[config.mk]
export PLATFORM = sky130hd
export DESIGN_NAME = pixel_link_tx
export DESIGN_NICKNAME = d
export VERILOG_FILES = /design/src/rtl/pixel_link_pkg.sv /design/src/rtl/pixel_link_capture.sv /design/src/rtl/pixel_link_lane.sv /design/src/rtl/pixel_link_clkgen.sv /design/src/rtl/pixel_link_settle.sv /design/src/rtl/pixel_link_tx.sv
export SDC_FILE = /design/constraint.sdc
export NUM_CORES = 1
export LEC_CHECK = 0
export BUFFER_PORTS_ARGS = -buffer_cell sky130_fd_sc_hd__clkbuf_2
export CAP_MARGIN = 25
export CELL_PAD_IN_SITES_DETAIL_PLACEMENT = 0
export CELL_PAD_IN_SITES_GLOBAL_PLACEMENT = 2
export CORE_ASPECT_RATIO = 1.5
export CORE_UTILIZATION = 35
export CTS_CLUSTER_DIAMETER = 200
export DETAILED_ROUTE_END_ITERATION = 8
export PLACE_DENSITY_LB_ADDON = 0.1
export SLEW_MARGIN = 25
export SYNTH_ARGS = -nofsm -noshare
export SYNTH_HDL_FRONTEND = slang
export SYNTH_SLANG_ARGS = --single-unit
[constraint.sdc]
create_clock -name bit_clk -period 2.2 [get_ports bit_clk]
set_clock_uncertainty 0.2 [all_clocks]
set_input_delay 0.66 -clock bit_clk [delete_from_list [all_inputs] [get_ports bit_clk]]
set_output_delay 0.66 -clock bit_clk [all_outputs]
set_load 0.03 [all_outputs]
[src/rtl/pixel_link_pkg.sv]
package pixel_link_pkg;
  localparam int unsigned DEF_LANES = 4;
  localparam int unsigned DEF_SLOTS = 7;
  localparam logic [6:0]  DEF_CLK_PATTERN = 7'b1100011; // slot 0 at bit 0
  localparam int unsigned DEF_SETTLE_CYCLES = 2_800_000; // 10 ms at 280 MHz

  typedef enum logic [0:0] {
    GATE_WAIT = 1'b0,
    GATE_LIVE = 1'b1
  } gate_state_e;
endpackage

[src/rtl/pixel_link_capture.sv]
module pixel_link_capture #(
  parameter int unsigned WORD_W = 28
) (
  input  logic              clk,
  input  logic              rst,
  input  logic              pix_clk,
  input  logic [WORD_W-1:0] pix_word,
  output logic              load,
  output logic [WORD_W-1:0] word_q
);
  logic pclk_now;
  logic pclk_prev;

  always_ff @(posedge clk) begin
    if (rst) begin
      pclk_now  <= 1'b0;
      pclk_prev <= 1'b0;
      word_q    <= '0;
    end else begin
      pclk_now  <= pix_clk;
      pclk_prev <= pclk_now;
      word_q    <= pix_word;
    end
  end

  // the word in word_q was sampled on the first edge that saw the low level
  assign load = pclk_prev & ~pclk_now;

  assert_single_load_R2: assert property (@(posedge clk) disable iff (rst)
    load |=> !load);
endmodule

[src/rtl/pixel_link_lane.sv]
module pixel_link_lane #(
  parameter int unsigned SLOTS = 7
) (
  input  logic             clk,
  input  logic             rst,
  input  logic             load,
  input  logic [SLOTS-1:0] par,
  output logic             ser
);
  logic [SLOTS-2:0] rest;

  always_ff @(posedge clk) begin
    if (rst) begin
      ser  <= 1'b0;
      rest <= '0;
    end else if (load) begin
      ser  <= par[0];
      rest <= par[SLOTS-1:1];
    end else begin
      ser  <= rest[0];
      rest <= rest >> 1;
    end
  end

  assert_first_slot_R4: assert property (@(posedge clk) disable iff (rst)
    load |=> ser == $past(par[0]));
endmodule

[src/rtl/pixel_link_clkgen.sv]
module pixel_link_clkgen #(
  parameter int unsigned     SLOTS   = 7,
  parameter logic [SLOTS-1:0] PATTERN = 7'b1100011
) (
  input  logic clk,
  input  logic rst,
  input  logic load,
  output logic clk_lane
);
  localparam int unsigned SLOT_W = (SLOTS > 1) ? $clog2(SLOTS) : 1;

  logic [SLOT_W-1:0] slot;

  always_ff @(posedge clk) begin
    if (rst) begin
      clk_lane <= 1'b0;
      slot     <= '0;
    end else if (load) begin
      clk_lane <= PATTERN[0];
      slot     <= SLOT_W'(1);
    end else begin
      clk_lane <= PATTERN[slot];
      slot     <= (slot == SLOT_W'(SLOTS - 1)) ? '0 : slot + SLOT_W'(1);
    end
  end

  assert_word_start_R5: assert property (@(posedge clk) disable iff (rst)
    load |=> clk_lane == PATTERN[0] && slot == SLOT_W'(1));
endmodule

[src/rtl/pixel_link_settle.sv]
module pixel_link_settle #(
  parameter int unsigned SETTLE_CYCLES = 2_800_000
) (
  input  logic clk,
  input  logic rst,
  input  logic pd_n,
  output logic oe
);
  import pixel_link_pkg::*;

  localparam int unsigned CNT_W = $clog2(SETTLE_CYCLES + 1);

  gate_state_e      state;
  logic [CNT_W-1:0] cnt;

  always_ff @(posedge clk) begin
    if (rst || !pd_n) begin
      state <= GATE_WAIT;
      cnt   <= '0;
      oe    <= 1'b0;
    end else begin
      case (state)
        GATE_WAIT: begin
          if (cnt == CNT_W'(SETTLE_CYCLES - 1)) begin
            state <= GATE_LIVE;
            oe    <= 1'b1;
          end else begin
            cnt <= cnt + CNT_W'(1);
          end
        end
        default: begin
          state <= GATE_LIVE;
          oe    <= 1'b1;
        end
      endcase
    end
  end

  assert_pd_blocks_R7: assert property (@(posedge clk) disable iff (rst)
    !pd_n |=> !oe);
  assert_rise_after_count_R8: assert property (@(posedge clk) disable iff (rst)
    $rose(oe) |-> $past(pd_n) && $past(cnt) == CNT_W'(SETTLE_CYCLES - 1));
  assert_hold_while_up_R8: assert property (@(posedge clk) disable iff (rst)
    oe && pd_n |=> oe);
endmodule

[src/rtl/pixel_link_tx.sv]
module pixel_link_tx #(
  parameter int unsigned      LANES         = pixel_link_pkg::DEF_LANES,
  parameter int unsigned      SLOTS         = pixel_link_pkg::DEF_SLOTS,
  parameter logic [SLOTS-1:0] CLK_PATTERN   = pixel_link_pkg::DEF_CLK_PATTERN,
  parameter int unsigned      SETTLE_CYCLES = pixel_link_pkg::DEF_SETTLE_CYCLES
) (
  input  logic                   bit_clk,
  input  logic                   rst,
  input  logic                   pix_clk,
  input  logic [LANES*SLOTS-1:0] pix_word,
  input  logic                   pd_n,
  output logic [LANES-1:0]       tx_data,
  output logic                   tx_clk_lane,
  output logic                   tx_oe
);
  localparam int unsigned WORD_W = LANES * SLOTS;

  logic              load;
  logic [WORD_W-1:0] word_q;
  logic [LANES-1:0]  lane_bits;
  logic              clk_bit;
  logic              oe;

  pixel_link_capture #(.WORD_W(WORD_W)) u_capture (
    .clk      (bit_clk),
    .rst      (rst),
    .pix_clk  (pix_clk),
    .pix_word (pix_word),
    .load     (load),
    .word_q   (word_q)
  );

  for (genvar l = 0; l < LANES; l++) begin : g_lane
    pixel_link_lane #(.SLOTS(SLOTS)) u_lane (
      .clk  (bit_clk),
      .rst  (rst),
      .load (load),
      .par  (word_q[l*SLOTS +: SLOTS]),
      .ser  (lane_bits[l])
    );
  end

  pixel_link_clkgen #(.SLOTS(SLOTS), .PATTERN(CLK_PATTERN)) u_clkgen (
    .clk      (bit_clk),
    .rst      (rst),
    .load     (load),
    .clk_lane (clk_bit)
  );

  pixel_link_settle #(.SETTLE_CYCLES(SETTLE_CYCLES)) u_settle (
    .clk  (bit_clk),
    .rst  (rst),
    .pd_n (pd_n),
    .oe   (oe)
  );

  assign tx_data     = lane_bits & {LANES{oe}};
  assign tx_clk_lane = clk_bit & oe;
  assign tx_oe       = oe;

  assert_quiet_when_off_R7: assert property (@(posedge bit_clk) disable iff (rst)
    !pd_n |=> tx_data == '0 && !tx_clk_lane);
endmodule

* Word-level counts from Yosys, hierarchy flattened *
Memories as Yosys holds them, arrays and structs flattened.
Cells that the tools add are included.

word-level totals
  output and inout bits = 6
  bits of input ports = 32
  memories = 1
  memory bits (read-only) = 8
  word-level logic and storage cells = 56
  bits in registers = 86

memory list
  memory            depth  bits a word  rd ports  clocked after Yosys merged registers in  write ports  RTL line                 text
  (name not given)  8      1            1         0                                        0            pixel_link_clkgen.sv:22  clk_lane <= PATTERN[slot];

operators by class
  $add $sub $neg = 2
  bitwise operators = 7
  reductions and logical operators = 6
  $lt $le $gt $ge = 1
  muxes and demuxes = 16
  equal/unequal tests = 2

operators with widths
  cell                                                                   number
  22-bit by 1-bit adder with 22-bit output (second input constant)       1
  22-bit equality test (second input constant)                           1
  5-bit 2-to-1 mux                                                       4
  1-bit 2-to-1 mux                                                       12
  4-bit AND                                                              1
  3-bit by 4-bit < comparator with 1-bit output (second input constant)  1
  1-bit NOT                                                              4
  3-bit by 1-bit adder with 3-bit output (second input constant)         1
  3-bit equality test (second input constant)                            1
  3-bit OR reduction                                                     1
  1-bit AND                                                              2
  2-bit AND reduction                                                    1
  2-bit nonzero test                                                     1
  2-bit OR reduction                                                     1
  1-bit logical NOT                                                      1
  1-bit logical OR                                                       1

* Longest topological paths before layout *
Gate-level depths: netlist of the first run.

  word-level depth = 4
  gate-level depth with buffers = 7

* By module *
A second synthesis of the first run with hierarchy kept.

second synthesis, totals
  cells, all modules = 318
  area total of the unflattened synthesis = 3365.7 µm²

modules (own cells, without submodules)
  module              area an instance (µm²)  times used  cells each
  pixel_link_settle   1272.5                  1           146
  pixel_link_lane     244.0                   4           21
  pixel_link_capture  888.4                   1           64
  pixel_link_clkgen   197.7                   1           19
  pixel_link_tx       31.3                    1           5

* Worst setup path after synthesis of the first run *
OpenSTA, ideal clock, no wires.

  kind = input -> register
  start point = input rst
  end point = register u_settle.cnt[12]
  required time = 1872 ps
  path slack = 183 ps
  data arrival time = 1689 ps
  stages = 5
  path through = clkbuf_1 -> nand2b_1 -> clkbuf_1 -> buf_1 -> nor2_1

between the ends
  longest elaborated chain between the ends = 1

ends and longest elaborated chain
  item                  RTL line                 text
  start, declared       pixel_link_tx.sv:8       input logic rst,
  1-bit logical OR      pixel_link_settle.sv:17  if (rst || !pd_n) begin
  end signal, assigned  pixel_link_settle.sv:28  cnt <= cnt + CNT_W'(1);
  end, declared         pixel_link_settle.sv:14  logic [CNT_W-1:0] cnt;

Every way passes these cells.
A chain may end at the register's enable or synchronous reset.

* Worst setup path after layout of the first run *
  start point = register u_settle.cnt[0]
  end point = register u_settle.cnt[11]

between the ends
  longest elaborated chain between the ends = 3
  elaborated cells between the ends (all ways) = 4
  those cells by class = add/sub (1); eq/ne (1); bitwise (1); reduce/logical (1)

ends and longest elaborated chain
  item
  branches (longest 3 deep; another with 22-bit by 1-bit adder with 22-bit output)

Parallel ways; which one is timed is not known.

==> key figures, run 1 <==
Detailed routing
  – Initial DRC Count: 84
  – DRT Pass-1 Iters: 4
  – Drt drc: 0
  – DRT Wirelength: about 5900 um
  – Post-DRT Antenna Nets: 0
  – Routed vias: between 2000 and 2500
  – Via density: roughly 4.7
  – Avg WL per Cell: ~13 um

Worst setup path
  – CP Capture Type: register
  – Reg2Reg Setup Slack: 0.07 ns
  – CP startpoint: u_settle.cnt[0]
  – Startpoint Class: register
  – Crit path kind: reg2reg
  – Crit path cell chain: ha_1, nand3_2, buf_6, nor2_1, a2111o_1, or4_1, nand2_1
  – Critical Path AT: between 2 and 2.5 ns
  – Slowest library cell on the worst path: or4_1
  – Reg-to-reg startpoint: u_settle.cnt[0]
  – CP delay by family, top: simple AND/OR/NAND/NOR gates
  – Worst Path Buf+Inv: 1
  – Required @ worst endpoint: 2.28 ns
  – Largest stage delay on the critical path: about 0.47 ns
  – Crit-path max FO: 7

Clock network
  – Hold_buf cts: 0
  – Root Driver: clkbuf_16
  – Clk buf depth: 2
  – Clock sink count: 86
  – Worst-path clk slew: 0.06 ns
  – Htree depth: 3
  – Num CTS Buffers: 9
  – CTS tree: done
  – Clk_lat worst skew: approximately 0.33 ns

Floorplanning
  – IO Pins: 38
  – Core area: about 8400 um2
  – Die Width: 77.95 um
  – Initial Util: 0.3599
  – Die footprint: 9035 um2
  – Die Ht: around 120 um
  – Row count: between 40 and 50

Placement
  – Post-DP HPWL: ~4200 um
  – PortBufs: 37
  – Gpl congestion: 0.7450

Yosys
  – Post-Syn Area: about 3000 um2
  – Register bit total from synthesis: 86
  – Synthesized area per cell: ~10 um2
  – Share of the yosys chip area belonging to registers: 0.5686
  – Syn_nets: roughly 330
  – Library cells used by synthesis: 42
  – Yosys warning count: 0
  – Post-Synthesis Cells: 289

STA
  – Slew Limit Headroom: 0.6018
  – Hold Slack: between 0.2 and 0.25 ns
  – Final setup vio count: 0
  – Max Fclk: between 400 and 500 MHz
  – Max-slew violation count: 0
  – Tcrit/Tclk final: 0.9666
  – Tmin final: 2.127 ns
  – Setup tns final: 0 ns
  – Measured slew at the worst slew-check pin: between 0.5 and 0.6 ns
  – Final hold vios: 0

GRT
  – Initial antenna violation count: 0
  – Vias in the first global route: between 2000 and 2500
  – Largest net degree at the start of global routing: 32
  – First-pass GRT wire length: approximately 9600 um
  – Total track usage: 0.1435
  – Grt total ovfl: 0

Pwr
  – Clk pwr share: 0.443
  – Internal power: between 0.002 and 0.0025 W
  – Power share of the sequential group: 0.520
  – Logic pwr share: 0.037
  – Switching power: around 0.00066 W
  – Overall power: between 0.003 and 0.004 W
  – Sw Share: 0.2112
  – Worst vdd ir: approximately 0.45 mV
  – Power Density: 828.7 nW/um2
  – Leakage dissipation: 1.525 nW

Cells and area
  – Share of cells above drive strength 1: 0.2422
  – Synth-to-Final Area Change: 23.93%
  – Final nets: ~380
  – Antenna diodes: 0

Run status
  – Status: complete, no violations

Min path
  – Hold Startpoint: u_capture.word_q[27]
  – HP Class: reg2reg

Run
  – Max-cap check violation count: 0
==> per-layer routing <==
metal / track usage / vias up / routed length, um
met3: 0.03228 / 11 / 179
li1: - / 1115 / -
met4: 0.08519 / 0 / 144
met1: 0.1452 / 999 / 2382
met2: 0.2678 / 36 / 3202
met5: 0 / - / 0
==> cells in the mapped netlist (all sizes together) <==
cell type	instances	area share
nor4	1	0.0021
a21o	2	0.0074
o21ai	4	0.0066
inv	4	0.0050
o21a	2	0.0050
a211o	1	0.0029
ha	4	0.017
a31o	1	0.0029
xnor2	5	0.014
and2	9	0.019
nand3	10	0.017
nor3	6	0.015
xor2	7	0.020
nor3b	1	0.0025
or4bb	1	0.0037
o31a	1	0.0058
or4	4	0.011
nor2b	34	0.070
and3b	1	0.0029
buf	2	0.0062
a22o	24	0.069
nand2	14	0.017
a2111o	1	0.0037
a21boi	1	0.0025
o31ai	1	0.0025
or3	3	0.0062
nor2	21	0.026
nand2b	2	0.0041
o211ai	2	0.0050
a2111oi	1	0.0029
and3	4	0.0083
dfxtp	86	0.57
clkbuf	12	0.015
nand4	5	0.010
a21oi	10	0.017
nand4b	2	0.0058
==> cells by family after synthesis <==
logic type | share of synthesized area
AND/OR/NAND/NOR | 0.2211
flip-flops | 0.5686
XOR/XNOR | 0.03471
buffers and inverters | 0.02603
AO/OA/AOI/OAI | 0.1331
adder cells (fa/ha/maj) | 0.01653
==> state kept, by name, indices dropped and copies added (netlist names) <==
| register | flops |
|---|---|
| u_capture.pclk_now | 1 |
| u_settle.cnt | 22 |
| u_clkgen.slot | 3 |
| u_capture.word_q | 28 |
| g_lane.u_lane.rest | 24 |
| u_settle.oe | 1 |
| g_lane.u_lane.ser | 4 |
| u_capture.pclk_prev | 1 |
| u_settle.state | 1 |
| u_clkgen.clk_lane | 1 |
==> placed cells by master (no fill, tap or decap), types with 4 or more instances in the layout <==
master,count
xor2_1,7
a22o_1,24
nand4_1,5
nor3_1,4
clkbuf_2,37
xnor2_1,5
and2_1,9
clkbuf_16,9
nand2_1,14
and3_1,4
a21oi_1,10
inv_1,4
nor2_1,20
dfxtp_1,86
buf_4,23
nand3_1,9
nor2b_1,33
ha_1,4
==> what timing repair did <==
item	in CTS	in global routing
hold endpoints to repair	0	0
setup endpoints to repair	0	1
resized for setup	0	2
setup buffers	0	2
==> power by group through the flow <==
stage | sequential [W] | combinational [W] | clock (W)
after floorplan | 0.00165 | 0.0000690 | 0
after global placement | 0.00165 | 0.000117 | 0
after detailed placement | 0.00165 | 0.000118 | 0
after CTS | 0.00162 | 0.000118 | 0.00143
after global routing | 0.00162 | 0.000131 | 0.00149
final | 0.00162 | 0.000115 | 0.00138
==> worst reg2reg max path, stage by stage (launching register included) <==
cell	delay [ns]
dfxtp_1	0.34
ha_1	0.23
nand3_2	0.11
buf_6	0.13
nor2_1	0.05
a2111o_1	0.46
or4_1	0.47
nand2_1	0.07
==> final timing paths <==
check	to	cells after the start
worst max-delay path	u_settle.cnt[11]	7
worst min-delay path	g_lane[3].u_lane.rest[5]	1
worst max register to register	u_settle.cnt[11]	7
worst min register to register	g_lane[3].u_lane.rest[5]	1
==> area by class of cell <==
class,count,area (um2)
Tap cell,107,133.9
Clock buffer,10,239.0
Inverter,4,15.01
Clock inverter,5,36.28
Multi-Input combinational cell,185,1237
Timing Repair Buffer,61,369.1
Fill cell,883,4661
Sequential cell,86,1722
==> through the flow <==
stage,cell area [um2],cells,util,worst slack [ns]
after floorplan,3028,289,-,0.1835
after global placement,3453,441,0.4105,0.08111
after detailed placement,3453,441,0.4105,0.05454
after CTS,3729,456,0.4432,0.03451
after global routing,3752,458,0.4460,-0.004878
final,3752,458,0.4460,0.07346
No activity file was read; power rests on OpenSTA's default activity.
==> run 2: changes to the inputs <==
- CTS_BUF_LIST: unset -> sky130_fd_sc_hd__clkbuf_16
==> run 2 against run 1 <==
  * Clock power decreased by 3%
  * Maximum frequency decreased by 0.19%
  * Via count increased by 0.14%
  * Register-to-register slack about the same
  * Power decreased by 1.2%
  * Flip-flop and latch count unchanged
  * Cell count unchanged
==> key figures, run 2 (synthesis results as in run 1) <==
Worst setup path
  – Reg2Reg Setup Slack: 0.07 ns (about the same)
  – Crit path kind: reg2reg (unchanged)
  – Critical Path AT: 2.21 ns (was 2.20 ns)
  – CP delay by family, top: simple AND/OR/NAND/NOR gates (unchanged)
  – Startpoint Class: register (unchanged)
  – Crit-path max FO: 7 (unchanged)
  – Slowest library cell on the worst path: or4_1 (unchanged)
  – Crit path cell chain: ha_1, nand3_2, buf_6, nor2_1, a2111o_1, or4_1, nand2_1 (unchanged)
  – Largest stage delay on the critical path: 0.47 ns (about the same)
  – Required @ worst endpoint: 2.28 ns (about the same)
  – Worst Path Buf+Inv: 1 (unchanged)
  – CP Capture Type: register (unchanged)

Floorplanning
  – Core area: 8413 um2 (unchanged)
  – Initial Util: 0.3599 (unchanged)
  – Die footprint: 9035 um2 (unchanged)
  – Die Ht: 115.9 um (unchanged)
  – Row count: 41 (unchanged)
  – IO Pins: 38 (unchanged)
  – Die Width: 77.95 um (unchanged)

Detailed routing
  – Drt drc: 0 (unchanged)
  – Avg WL per Cell: 12.83 um (was 12.90 um)
  – DRT Pass-1 Iters: 4 (unchanged)
  – Initial DRC Count: 76 (was 84)
  – Post-DRT Antenna Nets: 0 (unchanged)
  – Via density: 4.725 (was 4.718)
  – DRT Wirelength: 5875 um (was 5910 um)
  – Routed vias: 2164 (was 2161)

Pwr
  – Worst vdd ir: 0.4501 mV (was 0.4524 mV)
  – Power Density: 821.4 nW/um2 (was 828.7 nW/um2)
  – Leakage dissipation: 1.520 nW (was 1.525 nW)

Cells and area
  – Synth-to-Final Area Change: 23.60% (was 23.93%)
  – Most frequent cells in the layout: dfxtp_1 (86), clkbuf_2 (37), nor2b_1 (33) (unchanged)
  – Max FFs per register: 28 (unchanged)
  – Top Registers: u_capture.word_q x28, g_lane.u_lane.rest x24, u_settle.cnt x22 (unchanged)
  – Share of cells above drive strength 1: 0.2393 (was 0.2422)
  – Leading cell type in the layout, fill and taps excluded: dfxtp_1 (unchanged)
  – Final nets: 383 (unchanged)
  – Antenna diodes: 0 (unchanged)
  – Fill cells: 884 (was 883)
  – Biggest register: u_capture.word_q (unchanged)

Clock network
  – Root Driver: clkbuf_16 (unchanged)
  – Clk_lat worst skew: 0.33 ns (about the same)
  – Clk buf depth: 2 (unchanged)
  – Clock sink count: 86 (unchanged)
  – Worst-path clk slew: 0.06 ns (about the same)
  – Num CTS Buffers: 9 (unchanged)
  – CTS tree: done (unchanged)
  – Hold_buf cts: 0 (unchanged)
  – Htree depth: 3 (unchanged)

STA
  – Hold Slack: 0.2229 ns (about the same)
  – Tmin final: 2.131 ns (was 2.127 ns)
  – Max-slew violation count: 0 (unchanged)
  – Slew Limit Headroom: 0.6050 (was 0.6018)
  – Max Fclk: 469.3 MHz (was 470.2 MHz)
  – Final setup vio count: 0 (unchanged)
  – Tcrit/Tclk final: 0.9685 (was 0.9666)
  – Measured slew at the worst slew-check pin: 0.5776 ns (was 0.5822 ns)
  – Setup tns final: 0 ns (unchanged)
  – Final hold vios: 0 (unchanged)

GRT
  – Total track usage: 0.1436 (was 0.1435)
  – Largest net degree at the start of global routing: 32 (unchanged)
  – Vias in the first global route: 2097 (was 2098)
  – First-pass GRT wire length: 9646 um (was 9632 um)
  – Grt total ovfl: 0 (unchanged)
  – Initial antenna violation count: 0 (unchanged)

Run
  – Max-cap check violation count: 0 (unchanged)

Placement
  – Gpl congestion: 0.7450 (unchanged)
  – Post-DP HPWL: 4160 um (unchanged)
  – PortBufs: 37 (unchanged)

Run status
  – Status: complete, no violations (unchanged)

Min path
  – HP Class: reg2reg (unchanged)
run 2: cell count changes in the layout (fill, tap and decap cells not counted), sizes merged:
cell	before	now
clkbuf	47	46
clkinv	5	6
run 2: worst register-to-register path, delay by kind of cell (launching register included):
kind / cells / cell delay (ns)
AND/OR/NAND/NOR: 4 / 0.70
flip-flops: 1 / 0.34
AO/OA/AOI/OAI: 1 / 0.46
adder cells (fa/ha/maj): 1 / 0.23
buffers and inverters: 1 / 0.13
run 2: final timing paths:
path	start	end	depth (start not counted)
worst min register to register	u_capture.word_q[27]	g_lane[3].u_lane.rest[5]	1
worst max-delay path	u_settle.cnt[0]	u_settle.cnt[11]	7
worst min-delay path	u_capture.word_q[27]	g_lane[3].u_lane.rest[5]	1
worst max register to register	u_settle.cnt[0]	u_settle.cnt[11]	7
run 2: timing repair:
item | in CTS | in global routing
endpoints found under the setup margin | 0 | 1
setup buffers | 0 | 2
gates resized for setup | 0 | 2
run 2: stage by stage:
stage	instances	power, W	util	cell area [um2]	setup WS (ns)
6_report	458	0.003074	0.4448	3742	0.06934
5_1_grt	458	0.003210	0.4448	3742	-0.004878
4_1_cts	456	0.003131	0.4420	3719	0.03451
3_5_place_dp	441	0.001771	0.4105	3453	0.05454
3_3_place_gp	441	0.001770	0.4105	3453	0.08111
2_1_floorplan	289	0.001718	-	3028	0.1835
run 2: per-layer routing:
layer	global-route usage	vias up	routed length (um)
met5	0	-	0
li1	-	1115	-
met4	0.08519	0	138
met2	0.2673	31	3207
met1	0.1461	1008	2387
met3	0.03228	10	142
run 2: cell type report:
cell class | count | area [um2] | share of cell area
Tap cell | 107 | 133.9 | 0.03577
Clock buffer | 9 | 225.2 | 0.06018
Clock inverter | 6 | 40.04 | 0.01070
Inverter | 4 | 15.01 | 0.004012
Sequential cell | 86 | 1722 | 0.4600
Timing Repair Buffer | 61 | 369.1 | 0.09863
Multi-Input combinational cell | 185 | 1237 | 0.3307
run 2: power breakdown:
group	internal (W)	leakage, nW	total [W]	switching, W
logic	0.0000598	0.684	0.000115	0.0000548
clock network	0.000755	0.133	0.00134	0.000586
registers	0.00160	0.703	0.00162	0.0000151
